==> src/rtl/lst_pkg.sv <==
package lst_pkg;
  localparam int FLAG_N     = 3;
  localparam int BIT_VBLANK = 0;
  localparam int BIT_HBLANK = 1;
  localparam int BIT_MATCH  = 2;
  localparam int BIT_EN_VB  = 3;
  localparam int BIT_EN_HB  = 4;
  localparam int BIT_EN_MT  = 5;
  localparam int CMP_LO     = 8;

  typedef struct packed {
    logic blank_start;
    logic draw_start;
  } lst_evt_t;
endpackage

==> src/rtl/lst_dot_ctr.sv <==
module lst_dot_ctr
  import lst_pkg::*;
#(
  parameter int LINE_DOTS   = 355,
  parameter int HBLANK_DOTS = 99
) (
  input  logic     clk,
  input  logic     rst,
  output lst_evt_t evt,
  output logic     in_hblank
);
  localparam int DW        = $clog2(LINE_DOTS);
  localparam int DRAW_DOTS = LINE_DOTS - HBLANK_DOTS;

  logic [DW-1:0] dot_q;

  assign evt.blank_start = (dot_q == DW'(DRAW_DOTS - 1));
  assign evt.draw_start  = (dot_q == DW'(LINE_DOTS - 1));

  always_ff @(posedge clk) begin
    if (rst)                 dot_q <= '0;
    else if (evt.draw_start) dot_q <= '0;
    else                     dot_q <= dot_q + 1'b1;
  end

  always_ff @(posedge clk) begin
    if (rst)                  in_hblank <= 1'b0;
    else if (evt.blank_start) in_hblank <= 1'b1;
    else if (evt.draw_start)  in_hblank <= 1'b0;
  end
endmodule

==> src/rtl/lst_line_seq.sv <==
module lst_line_seq #(
  parameter int VIS_LINES   = 192,
  parameter int TOTAL_LINES = 263,
  parameter int CMP_W       = 8,
  localparam int LW         = $clog2(TOTAL_LINES)
) (
  input  logic             clk,
  input  logic             rst,
  input  logic             draw_start,
  input  logic [CMP_W-1:0] cmp,
  output logic [LW-1:0]    line_q,
  output logic             in_vblank,
  output logic             line_match,
  output logic             line_vis,
  output logic             vb_hit,
  output logic             wrap_hit,
  output logic             match_hit
);
  localparam int CW = (LW > CMP_W) ? LW : CMP_W;

  logic [LW-1:0] nxt;

  assign nxt       = (line_q == LW'(TOTAL_LINES - 1)) ? '0 : line_q + 1'b1;
  assign line_vis  = (line_q < LW'(VIS_LINES));
  assign vb_hit    = draw_start && (nxt == LW'(VIS_LINES));
  assign wrap_hit  = draw_start && (nxt == '0);
  assign match_hit = draw_start && (CW'(nxt) == CW'(cmp));

  always_ff @(posedge clk) begin
    if (rst) begin
      line_q     <= '0;
      in_vblank  <= 1'b0;
      line_match <= 1'b0;
    end else if (draw_start) begin
      line_q     <= nxt;
      line_match <= match_hit;
      if (nxt == LW'(VIS_LINES))            in_vblank <= 1'b1;
      else if (nxt == LW'(TOTAL_LINES - 1)) in_vblank <= 1'b0;
    end
  end
endmodule

==> src/rtl/lst_cfg_reg.sv <==
module lst_cfg_reg
  import lst_pkg::*;
#(
  parameter int ST_W = 16
) (
  input  logic                   clk,
  input  logic                   rst,
  input  logic                   wr_en,
  input  logic [ST_W-1:FLAG_N]   wr_data,
  output logic [ST_W-1:FLAG_N]   cfg_q
);
  always_ff @(posedge clk) begin
    if (rst)        cfg_q <= '0;
    else if (wr_en) cfg_q <= wr_data;
  end
endmodule

==> src/rtl/disp_line_timer.sv <==
module disp_line_timer
  import lst_pkg::*;
#(
  parameter int LINE_DOTS   = 355,
  parameter int HBLANK_DOTS = 99,
  parameter int VIS_LINES   = 192,
  parameter int TOTAL_LINES = 263,
  parameter int CMP_W       = 8,
  localparam int LW         = $clog2(TOTAL_LINES),
  localparam int ST_W       = CMP_LO + CMP_W
) (
  input  logic            clk,
  input  logic            rst,
  input  logic            wr_en,
  input  logic [ST_W-1:0] wr_data,
  output logic [ST_W-1:0] status,
  output logic [LW-1:0]   line,
  output logic            in_hblank,
  output logic            in_vblank,
  output logic            line_match,
  output logic            irq_hblank,
  output logic            irq_vblank,
  output logic            irq_match,
  output logic            dma_hblank,
  output logic            dma_vblank,
  output logic            frame_start
);
  lst_evt_t                evt;
  logic [ST_W-1:FLAG_N]    cfg_q;
  logic                    line_vis, vb_hit, wrap_hit, match_hit;
  logic                    wr_low_unused;

  assign wr_low_unused = ^wr_data[FLAG_N-1:0];

  lst_dot_ctr #(.LINE_DOTS(LINE_DOTS), .HBLANK_DOTS(HBLANK_DOTS)) u_dot (
    .clk(clk), .rst(rst), .evt(evt), .in_hblank(in_hblank)
  );

  lst_line_seq #(.VIS_LINES(VIS_LINES), .TOTAL_LINES(TOTAL_LINES), .CMP_W(CMP_W)) u_line (
    .clk(clk), .rst(rst), .draw_start(evt.draw_start),
    .cmp(cfg_q[ST_W-1:CMP_LO]),
    .line_q(line), .in_vblank(in_vblank), .line_match(line_match),
    .line_vis(line_vis), .vb_hit(vb_hit), .wrap_hit(wrap_hit), .match_hit(match_hit)
  );

  lst_cfg_reg #(.ST_W(ST_W)) u_cfg (
    .clk(clk), .rst(rst), .wr_en(wr_en),
    .wr_data(wr_data[ST_W-1:FLAG_N]), .cfg_q(cfg_q)
  );

  always_ff @(posedge clk) begin
    if (rst) begin
      irq_hblank  <= 1'b0;
      irq_vblank  <= 1'b0;
      irq_match   <= 1'b0;
      dma_hblank  <= 1'b0;
      dma_vblank  <= 1'b0;
      frame_start <= 1'b0;
    end else begin
      irq_hblank  <= evt.blank_start & cfg_q[BIT_EN_HB];
      dma_hblank  <= evt.blank_start & line_vis;
      irq_vblank  <= vb_hit & cfg_q[BIT_EN_VB];
      dma_vblank  <= vb_hit;
      irq_match   <= match_hit & cfg_q[BIT_EN_MT];
      frame_start <= wrap_hit;
    end
  end

  always_comb begin
    status                  = '0;
    status[ST_W-1:FLAG_N]   = cfg_q;
    status[BIT_VBLANK]      = in_vblank;
    status[BIT_HBLANK]      = in_hblank;
    status[BIT_MATCH]       = line_match;
  end
endmodule

==> config.mk <==
export PLATFORM = sky130hd
export DESIGN_NAME = disp_line_timer
export DESIGN_NICKNAME = d
export VERILOG_FILES = /design/src/rtl/lst_pkg.sv /design/src/rtl/lst_dot_ctr.sv /design/src/rtl/lst_line_seq.sv /design/src/rtl/lst_cfg_reg.sv /design/src/rtl/disp_line_timer.sv
export SDC_FILE = /design/constraint.sdc
export NUM_CORES = 1
export LEC_CHECK = 0
export ABC_AREA = 1
export BUFFER_PORTS_ARGS = -buffer_cell sky130_fd_sc_hd__clkbuf_2
export CAP_MARGIN = 20
export CORE_UTILIZATION = 30
export CTS_CLUSTER_SIZE = 12
export DETAILED_ROUTE_END_ITERATION = 16
export REMOVE_ABC_BUFFERS = 1
export SYNTH_ARGS = -nofsm -noshare
export SYNTH_HDL_FRONTEND = slang
export SYNTH_SLANG_ARGS = --single-unit
==> constraint.sdc <==
create_clock -name clk -period 3.1 [get_ports clk]
set_input_delay 0.62 -clock clk [delete_from_list [all_inputs] [get_ports clk]]
set_output_delay 0.62 -clock clk [all_outputs]
set_load 0.03 [all_outputs]
* Word level (Yosys, flattened, before mapping)
Index checks and enable logic that the tools add are counted.
** Word-level totals
- Register bits :: 40
- Input bits :: 19
- Word-level logic and storage cells :: 38
** Cells by class
- $add $sub $neg :: 2
- $lt $le $gt $ge :: 1
- Eq/ne operators :: 6
- Mux-type cells :: 5
- Bitwise gates (word level) :: 4
- Reduce and logical (&&, ||, !) cells :: 8
** Operator list (count)
- equality test 9 bit (second input constant) :: 3
- adder 9 x 1 -> 9 bit (second input constant) :: 2
- equality test 9 x 8 -> 1 bit (second input constant) :: 2
- equality test 9 x 8 -> 1 bit :: 1
- logical NOT 9 bit :: 1
- < comparator 9 x 8 -> 1 bit (second input constant) :: 1
- 2-to-1 mux 9 bit :: 1
- bitwise AND 1 bit :: 4
- 2-to-1 mux 1 bit :: 4
- nonzero test 2 bit :: 2
- logical AND 1 bit :: 3
- AND reduction 2 bit :: 1
- OR reduction 2 bit :: 1

* Longest topological paths before layout
Gate-level depths: netlist of the first run.
- Depth in word-level cells :: 5
- Gate-level depth with buffers :: 13
- Depth with buffers taken out :: 13

* Hierarchy
A second synthesis of the first run with hierarchy kept.
** Unflattened totals
- Cell total of the unflattened synthesis :: 319
- Area total of the unflattened synthesis :: 2092.0 sq um
** Modules (own cells, without submodules)
- lst_line_seq :: instances 1, cells each 150, area an instance 872.1 sq um, seq. area each 220.2 sq um
- lst_cfg_reg :: instances 1, cells each 83, area an instance 549.3 sq um, seq. area each 260.2 sq um
- lst_dot_ctr :: instances 1, cells each 65, area an instance 483.0 sq um, seq. area each 200.2 sq um
- disp_line_timer :: instances 1, cells each 21, area an instance 187.7 sq um, seq. area each 120.1 sq um

* Least setup slack after synthesis of the first run
OpenSTA, ideal clock, no wires.
- Kind :: register to register
- Start point :: reg u_line.line_q[0]
- End point :: reg u_line.in_vblank
- Data arrival time :: 1669 ps
- Required time :: 2986 ps
- Path slack :: 1317 ps
- Stages on the path, launching flop included :: 13
- Path buffers :: 0
- Period minus slack after synthesis :: 1783 ps
- Cell sequence :: dfxtp_1 inv_1 ha_1 nand2_1 nor2_1 nand2_2 nand2_1 nor3_1 nand2_1 nor2_1 nand2_1 nand3_1 nand2_1
** On the way
- Cells in the longest elaborated chain, start to end :: 5
- Elaborated cells on any way between the ends :: 8
** RTL lines
- start: declaration :: line lst_line_seq.sv:11 : output logic [LW-1:0] line_q,
- start signal: assignment :: line lst_line_seq.sv:35 : line_q <= nxt;
- adder 9 x 1 -> 9 bit or equality test 9 bit (tied branches) :: line lst_line_seq.sv:23 : assign nxt = (line_q == LW'(TOTAL_LINES - 1)) ? '0 : line_q + 1'b1;
- 2-to-1 mux 9 bit (*) :: line lst_line_seq.sv:23
- equality test 9 bit or equality test 9 x 8 -> 1 bit (tied branches) :: line lst_line_seq.sv:38, lst_line_seq.sv:37
- nonzero test 2 bit (no line)
- AND reduction 2 bit (no line)
- end signal: assignment :: line lst_line_seq.sv:32 : in_vblank <= 1'b0;
- end signal: assignment :: line lst_line_seq.sv:37 : if (nxt == LW'(VIS_LINES)) in_vblank <= 1'b1;
- end signal: assignment :: line lst_line_seq.sv:38 : else if (nxt == LW'(TOTAL_LINES - 1)) in_vblank <= 1'b0;
- end: declaration :: line lst_line_seq.sv:12 : output logic in_vblank,
Mark *: on every way between the ends. The rest lies on a longest branch, timed or not.
A chain may end at the register's enable or synchronous reset.

* Final worst setup path of the first run
- Start point :: reg u_line.line_q[1]
- End point :: reg u_line.in_vblank
The elaborated chain is that of the path after synthesis.

==> results.md, run 1 <==
- Clk Latency, worst-skew pair: ~0.3 ns
- Die X: 80.2 um
- Syn_area_per_cell: approximately 7.3 sq um
- Synth cell types: 30
- Remaining Overflow, GRT: 0
- Mapped cell area: 1840 sq um
- Run status: complete, no violations
- Setup violations, final: 0
- Most used cell, CP: nand2_1
- Area Overhead vs Synth: 23.1%
- Initial antenna violation count: 0
- Average vias per placed instance: 4.62
- Clk buf depth: 2
- Vias in the first global route: 1570
- Largest fanout on the critical path: 6
- IO buf count: 49
- Critical Path Source Type: register
- Min Tclk post-route: 1.84 ns
- Hold Path Class: reg2reg
- RSZ-0062 raised after global routing: no
- Slew Limit Headroom: 0.695
- Yosys warnings: 0
- CP Data Arrival Time: 2.04 ns
- Worst-path clk slew: 0.09 ns
- Power, Total: approximately 1.1 mW
- Critical Path End Type: register
- DRC: 0
- # IOs: between 50 and 60
- H-tree levels: 2
- Static leakage: 1.05 nW
- Routed Antenna Nets: 0
- Nets: 326
- CTS tree: done
- First-pass GRT wire length: 7180 um
- Initial DRC count: 126
- Synth top area share: 0.436
- Resized cells post-CTS: 0
- Sequential share of the synthesized area: 0.436
- All-Layer GR Usage: 0.147
- Critical path class: reg2reg
- Share of post-route cells with drive strength above 1: 0.241
- Max cap viols: 0
- Slowest cell on crit path: dfxtp_1
- CP cell instances: ha_1 > nand2_1 > nor2_4 > nand2_2 > o21ai_2 > nand3_2 > nand4_1 > nand2b_2 > nand2_1
- Slew Limit Fails: 0
- Dpl hpwl: roughly 3400 um
- Worst-margin pin slew: 0.455 ns
- Final Routed Wirelength: approximately 4400 um
- Final hold violations: 0
- Antenna diode count: 0
- Die Span Y: 80.2 um
- CORE AREA: 5920 sq um
- Hold_buf cts: 0
- CTS sink cnt: 40
- Synth Register Bits: 40
- Routed WL per cell: 11.8 um
- PD cells: roughly 470 nW/um^2
- Num CTS Buffers: 5
- Setup_tns: 0 ns
- Pin count of the biggest net entering global routing: 19
- CP Data Required Time: 3.30 ns
- First-pass detailed-route iteration total: 4
- CP max stage delay: 0.47 ns
- Worst vdd ir: 0.215 mV
- Cell taking the most area after synthesis: dfxtp_1
- Setup Skew: 0.0129 ns
- Std cell rows: 28
- Synth area leaders: dfxtp_1 44%, nand2_1 11%, nor2_1 8.0%
- Max frequency: 0.542 GHz
- Post-CTS setup repair buffer count: 0
- Final Cycle Share: 0.595
- CTS Root Cell: clkbuf_8
- Routed vias: 1746
- Initial core utilization: 0.310
- RePlAce Congestion: a little over 0.8
- Cells after Synth: between 200 and 300
- Die area: 6440 sq um
## per-layer routing
metal,GRT usage,vias up,share of wire
li1,-,904,-
met1,0.202,777,0.49
met2,0.221,58,0.44
met3,0.0295,7,0.057
met4,0.0643,0,0.015
met5,0,-,0
## area by class of cell
type	count	area, sq um
Inverter	31	116
Multi-Input combinational cell	174	885
Clock inverter	3	42.5
Fill cell	673	3660
Sequential cell	40	801
Timing Repair Buffer	50	253
Clock buffer	5	68.8
Tap cell	75	93.8
## kinds of logic after synthesis
logic type	Yosys count	synth area share
fa+ha+maj	5	0.0341
flops	40	0.436
compound gates	40	0.118
xor+xnor	3	0.0225
simple gates	126	0.307
buf+inv	37	0.0818
## per-stage QoR
stage,cells,area [sq um],setup WS (ns),util,hold WS [ns]
detailed placement,370,2150,1.27,0.363,0.454
global placement,370,2150,1.29,0.363,0.443
finish,378,2260,1.26,0.382,0.468
global route,378,2260,1.08,0.382,0.481
CTS,378,2260,1.25,0.382,0.471
floorplan,245,1800,1.31,-,0.430
## worst max-delay path, delay by kind of cell (launching register included)
kind            cells  cell delay, ns
simple gates        7            0.89
flops               1            0.47
fa+ha+maj           1            0.23
compound gates      1            0.14
## placed cells by master (no fill, tap or decap), drive strengths merged
cell type / count
clkinv: 3
clkbuf: 54
ha: 5
nor2: 42
nand2b: 1
nand3b: 3
inv: 29
a21boi: 1
nor3b: 2
buf: 1
dfxtp: 40
nand2: 59
o21ai: 24
clkinvlp: 1
bufinv: 1
a211oi: 1
nor3: 5
xor2: 2
o22ai: 6
nand3: 11
xor3: 1
nand4: 3
a21oi: 8
## worst paths after layout
kind	from	end	slack (ns)	cells past startpoint
max	u_line.line_q[1]	u_line.in_vblank	1.26	9
min	u_cfg.cfg_q[5]	irq_match	0.47	2
max reg2reg	u_line.line_q[1]	u_line.in_vblank	1.26	9
min reg2reg	u_cfg.cfg_q[5]	irq_match	0.47	2
## sequential cells by signal, indices dropped and copies added (netlist names)
register and count:
dma_vblank 1, u_line.line_q 9, u_line.line_match 1, irq_vblank 1
irq_match 1, irq_hblank 1, u_dot.dot_q 9, u_line.in_vblank 1
frame_start 1, u_cfg.cfg_q 13, dma_hblank 1, u_dot.in_hblank 1
## cell usage after synthesis
library cell and count:
o21ai_0 19, nor2_2 2, nor2_4 1, o22ai_1 6
ha_1 5, nand4_1 3, clkinv_1 2, o21ai_1 4
nor3_2 2, nand2b_2 1, nor3b_2 1, nand3_2 1
a211oi_1 1, nand3_1 10, nand2_1 56, clkbuf_1 3
nand3b_1 3, inv_2 3, nor2_1 39, nand2_2 3
nor3_1 3, a21boi_0 1, dfxtp_1 40, inv_1 26
xor2_1 2, xor3_1 1, buf_4 3, nor3b_1 1
a21oi_1 8, o21ai_2 1
## where the power goes
part / internal [mW] / total, mW / switching (mW)
logic: 0.0305 / 0.0886 / 0.0581
clock network: 0.238 / 0.433 / 0.195
registers: 0.528 / 0.542 / 0.0134
total: 0.797 / 1.06 / 0.266
Power figures use the tool's default switching activity.
==> run 2, diff against run 1 <==
- clock period: 3.1 -> 1.8 ns (I/O delays scaled with it)
==> run 2 against run 1 <==
- sequential cell count stayed put
- fmax rose by 9.5%
- sequential share of layout area down 1.5 points
- first-iteration DRC count fell by 5.6%
- sequential power rose by 72%
- global-route usage is 0.21 points higher
- critical path depth shrank 2
- highest routed layer unchanged
- largest power group is now the clock network
- non-clock buffer count rose by 4
- critical path type unchanged
- total power up 99%
- clock power increased by 140%
==> results.md, run 2 (same netlist as run 1, synthesis figures left out) <==
- Run status: complete, no violations
- CP top delay family: simple AND/OR/NAND/NOR gates
- Worst-margin pin slew: 0.434 ns
- DRC: 0
- PD cells: 888 nW/um^2
- Clk Latency, worst-skew pair: around 0.3 ns
- Flip-flop count of the largest register after layout: 13
- CORE AREA: 5920 sq um
- Routed Antenna Nets: 0
- WP buf/inv: 0
- First-pass detailed-route iteration total: 4
- Final Routed Wirelength: 4610 um
- All-Layer GR Usage: 0.149
- Most common cell after layout, fill and taps aside: nand2_1
- Die area: 6440 sq um
- Dpl hpwl: around 3400 um
- RSZ-0062 raised after global routing: no
- Flop pwr share: 0.440
- Post-CTS setup repair buffer count: 0
- IO buf count: 49
- Remaining Overflow, GRT: 0
- CP cell instances: nand2_1 > nor2_1 > nand2_2 > nand3_2 > nand4_1 > nand2b_2 > nor2_2
- Worst-path clk slew: 0.09 ns
- H-tree levels: 2
- Routed WL per cell: between 10 and 15 um
- Worst vdd ir: around 0.43 mV
- Min-Delay Endpoint: irq_hblank
- Worst hold stages: 2
- Routed vias: 1741
- Vias in the first global route: 1533
- Critical Path Source Type: register
- Die X: around 80 um
- CTS sink cnt: 40
- Share of post-route cells with drive strength above 1: 0.292
- Largest regs: u_cfg.cfg_q x13, u_dot.dot_q x9, u_line.line_q x9
- Hold_buf cts: 0
- R2R Path End: irq_vblank
- Initial antenna violation count: 0
- Max frequency: 0.594 GHz
- Combinational Power Share: 0.074
- Slowest cell on crit path: dfxtp_1
- Biggest register: u_cfg.cfg_q
- Setup violations, final: 0
- CTS Root Cell: clkbuf_8
- Int Pwr: between 1.5 and 2 mW
- WHS: ~0.27 ns
- Worst r2r path cells: 7
- Min Tclk post-route: 1.68 ns
- Critical path class: reg2reg
- Hold Path Class: in2reg
- Switching share of total power: 0.217
- CP Data Required Time: ~2.0 ns
- Average vias per placed instance: 4.55
- CTS tree: done
- Pin count of the biggest net entering global routing: 19
- Die Span Y: 80.2 um
- Setup slack, reg-to-reg: 0.12 ns
- Clk buf depth: 2
- Critical Path End Type: register
- Clock power frac: 0.486
- Nets: approximately 330
- CP Data Arrival Time: 1.92 ns
- Final Cycle Share: 0.935
- Setup Skew: roughly 0.0068 ns
- First-pass GRT wire length: 7230 um
- Initial core utilization: 0.310
- # IOs: 53
- Max cap viols: 0
- Std cell rows: 28
- Slew Limit Headroom: 0.709
- Static leakage: 1.09 nW
- Num CTS Buffers: 5
- Setup_tns: 0 ns
- RePlAce Congestion: ~0.84
- Resized cells post-CTS: 0
- Antenna diode count: 0
- Worst R2R Start: u_line.line_q[2]
- CP max stage delay: between 0.4 and 0.5 ns
- Area Overhead vs Synth: 29.8%
- Commonest cells after routing, fill and taps aside: 55 x nand2_1, 49 x clkbuf_2, 37 x nor2_1
- Hold Startpoint: rst
- NetSw: 0.459 mW
- Slew Limit Fails: 0
- Initial DRC count: 119
- Largest fanout on the critical path: 7
- Final hold violations: 0
-- run 2: changes by cell type in the layout (fill, tap and decap cells not counted), sizes merged --
cell / change
bufinv: +2
nand2: +1
clkinv: -2
buf: +4
-- run 2: cell type report --
type	count	area [sq um]
Tap cell	75	93.8
Multi-Input combinational cell	175	918
Clock buffer	5	68.8
Timing Repair Buffer	54	283
Sequential cell	40	808
Fill cell	625	3540
Clock inverter	3	90.1
Inverter	31	120
-- run 2: per-layer routing --
layer,GRT usage,part of all wire,vias up
met5,0,0,-
met2,0.232,0.45,45
met3,0.0341,0.044,7
met4,0.0536,0.015,0
met1,0.199,0.49,772
li1,-,-,917
-- run 2: worst max-delay path by stage --
stage | from | cells past startpoint | end | slack (ns)
after detailed placement | u_dot.dot_q[0] | 10 | dma_hblank | 0.08
after global routing | u_dot.dot_q[0] | 12 | irq_match | 0.0008
after floorplan | u_line.line_q[0] | 12 | u_line.in_vblank | 0.01
after global placement | u_line.line_q[0] | 13 | irq_match | 0.09
final | u_line.line_q[2] | 7 | irq_vblank | 0.12
after CTS | u_line.line_q[0] | 13 | irq_match | 0.06
-- run 2: worst reg2reg max path: stages, from the launching register on --
cell and delay (ns):
dfxtp_1 0.48, nand2_1 0.09, nor2_1 0.24, nand2_2 0.19, nand3_2 0.15, nand4_1 0.14, nand2b_2 0.25, nor2_2 0.08
-- run 2: through the flow --
step                      setup slack, ns  utilization  instance area, sq um  total power, mW  std cells
after floorplan                   0.00995            -                  1800             1.04        245
after global placement             0.0921        0.368                  2180             1.11        374
after detailed placement           0.0833        0.368                  2180             1.11        374
after CTS                          0.0643        0.395                  2340             2.13        382
after global routing             0.000776        0.402                  2380             2.18        383
final                               0.116        0.402                  2380             2.12        383
-- run 2: power by group through the flow --
stage | sequential (mW) | clock [mW] | combinational (mW)
global route | 0.935 | 1.07 | 0.173
detailed placement | 0.953 | 0 | 0.157
floorplan | 0.987 | 0 | 0.0581
CTS | 0.932 | 1.04 | 0.158
global placement | 0.953 | 0 | 0.155
finish | 0.931 | 1.03 | 0.156
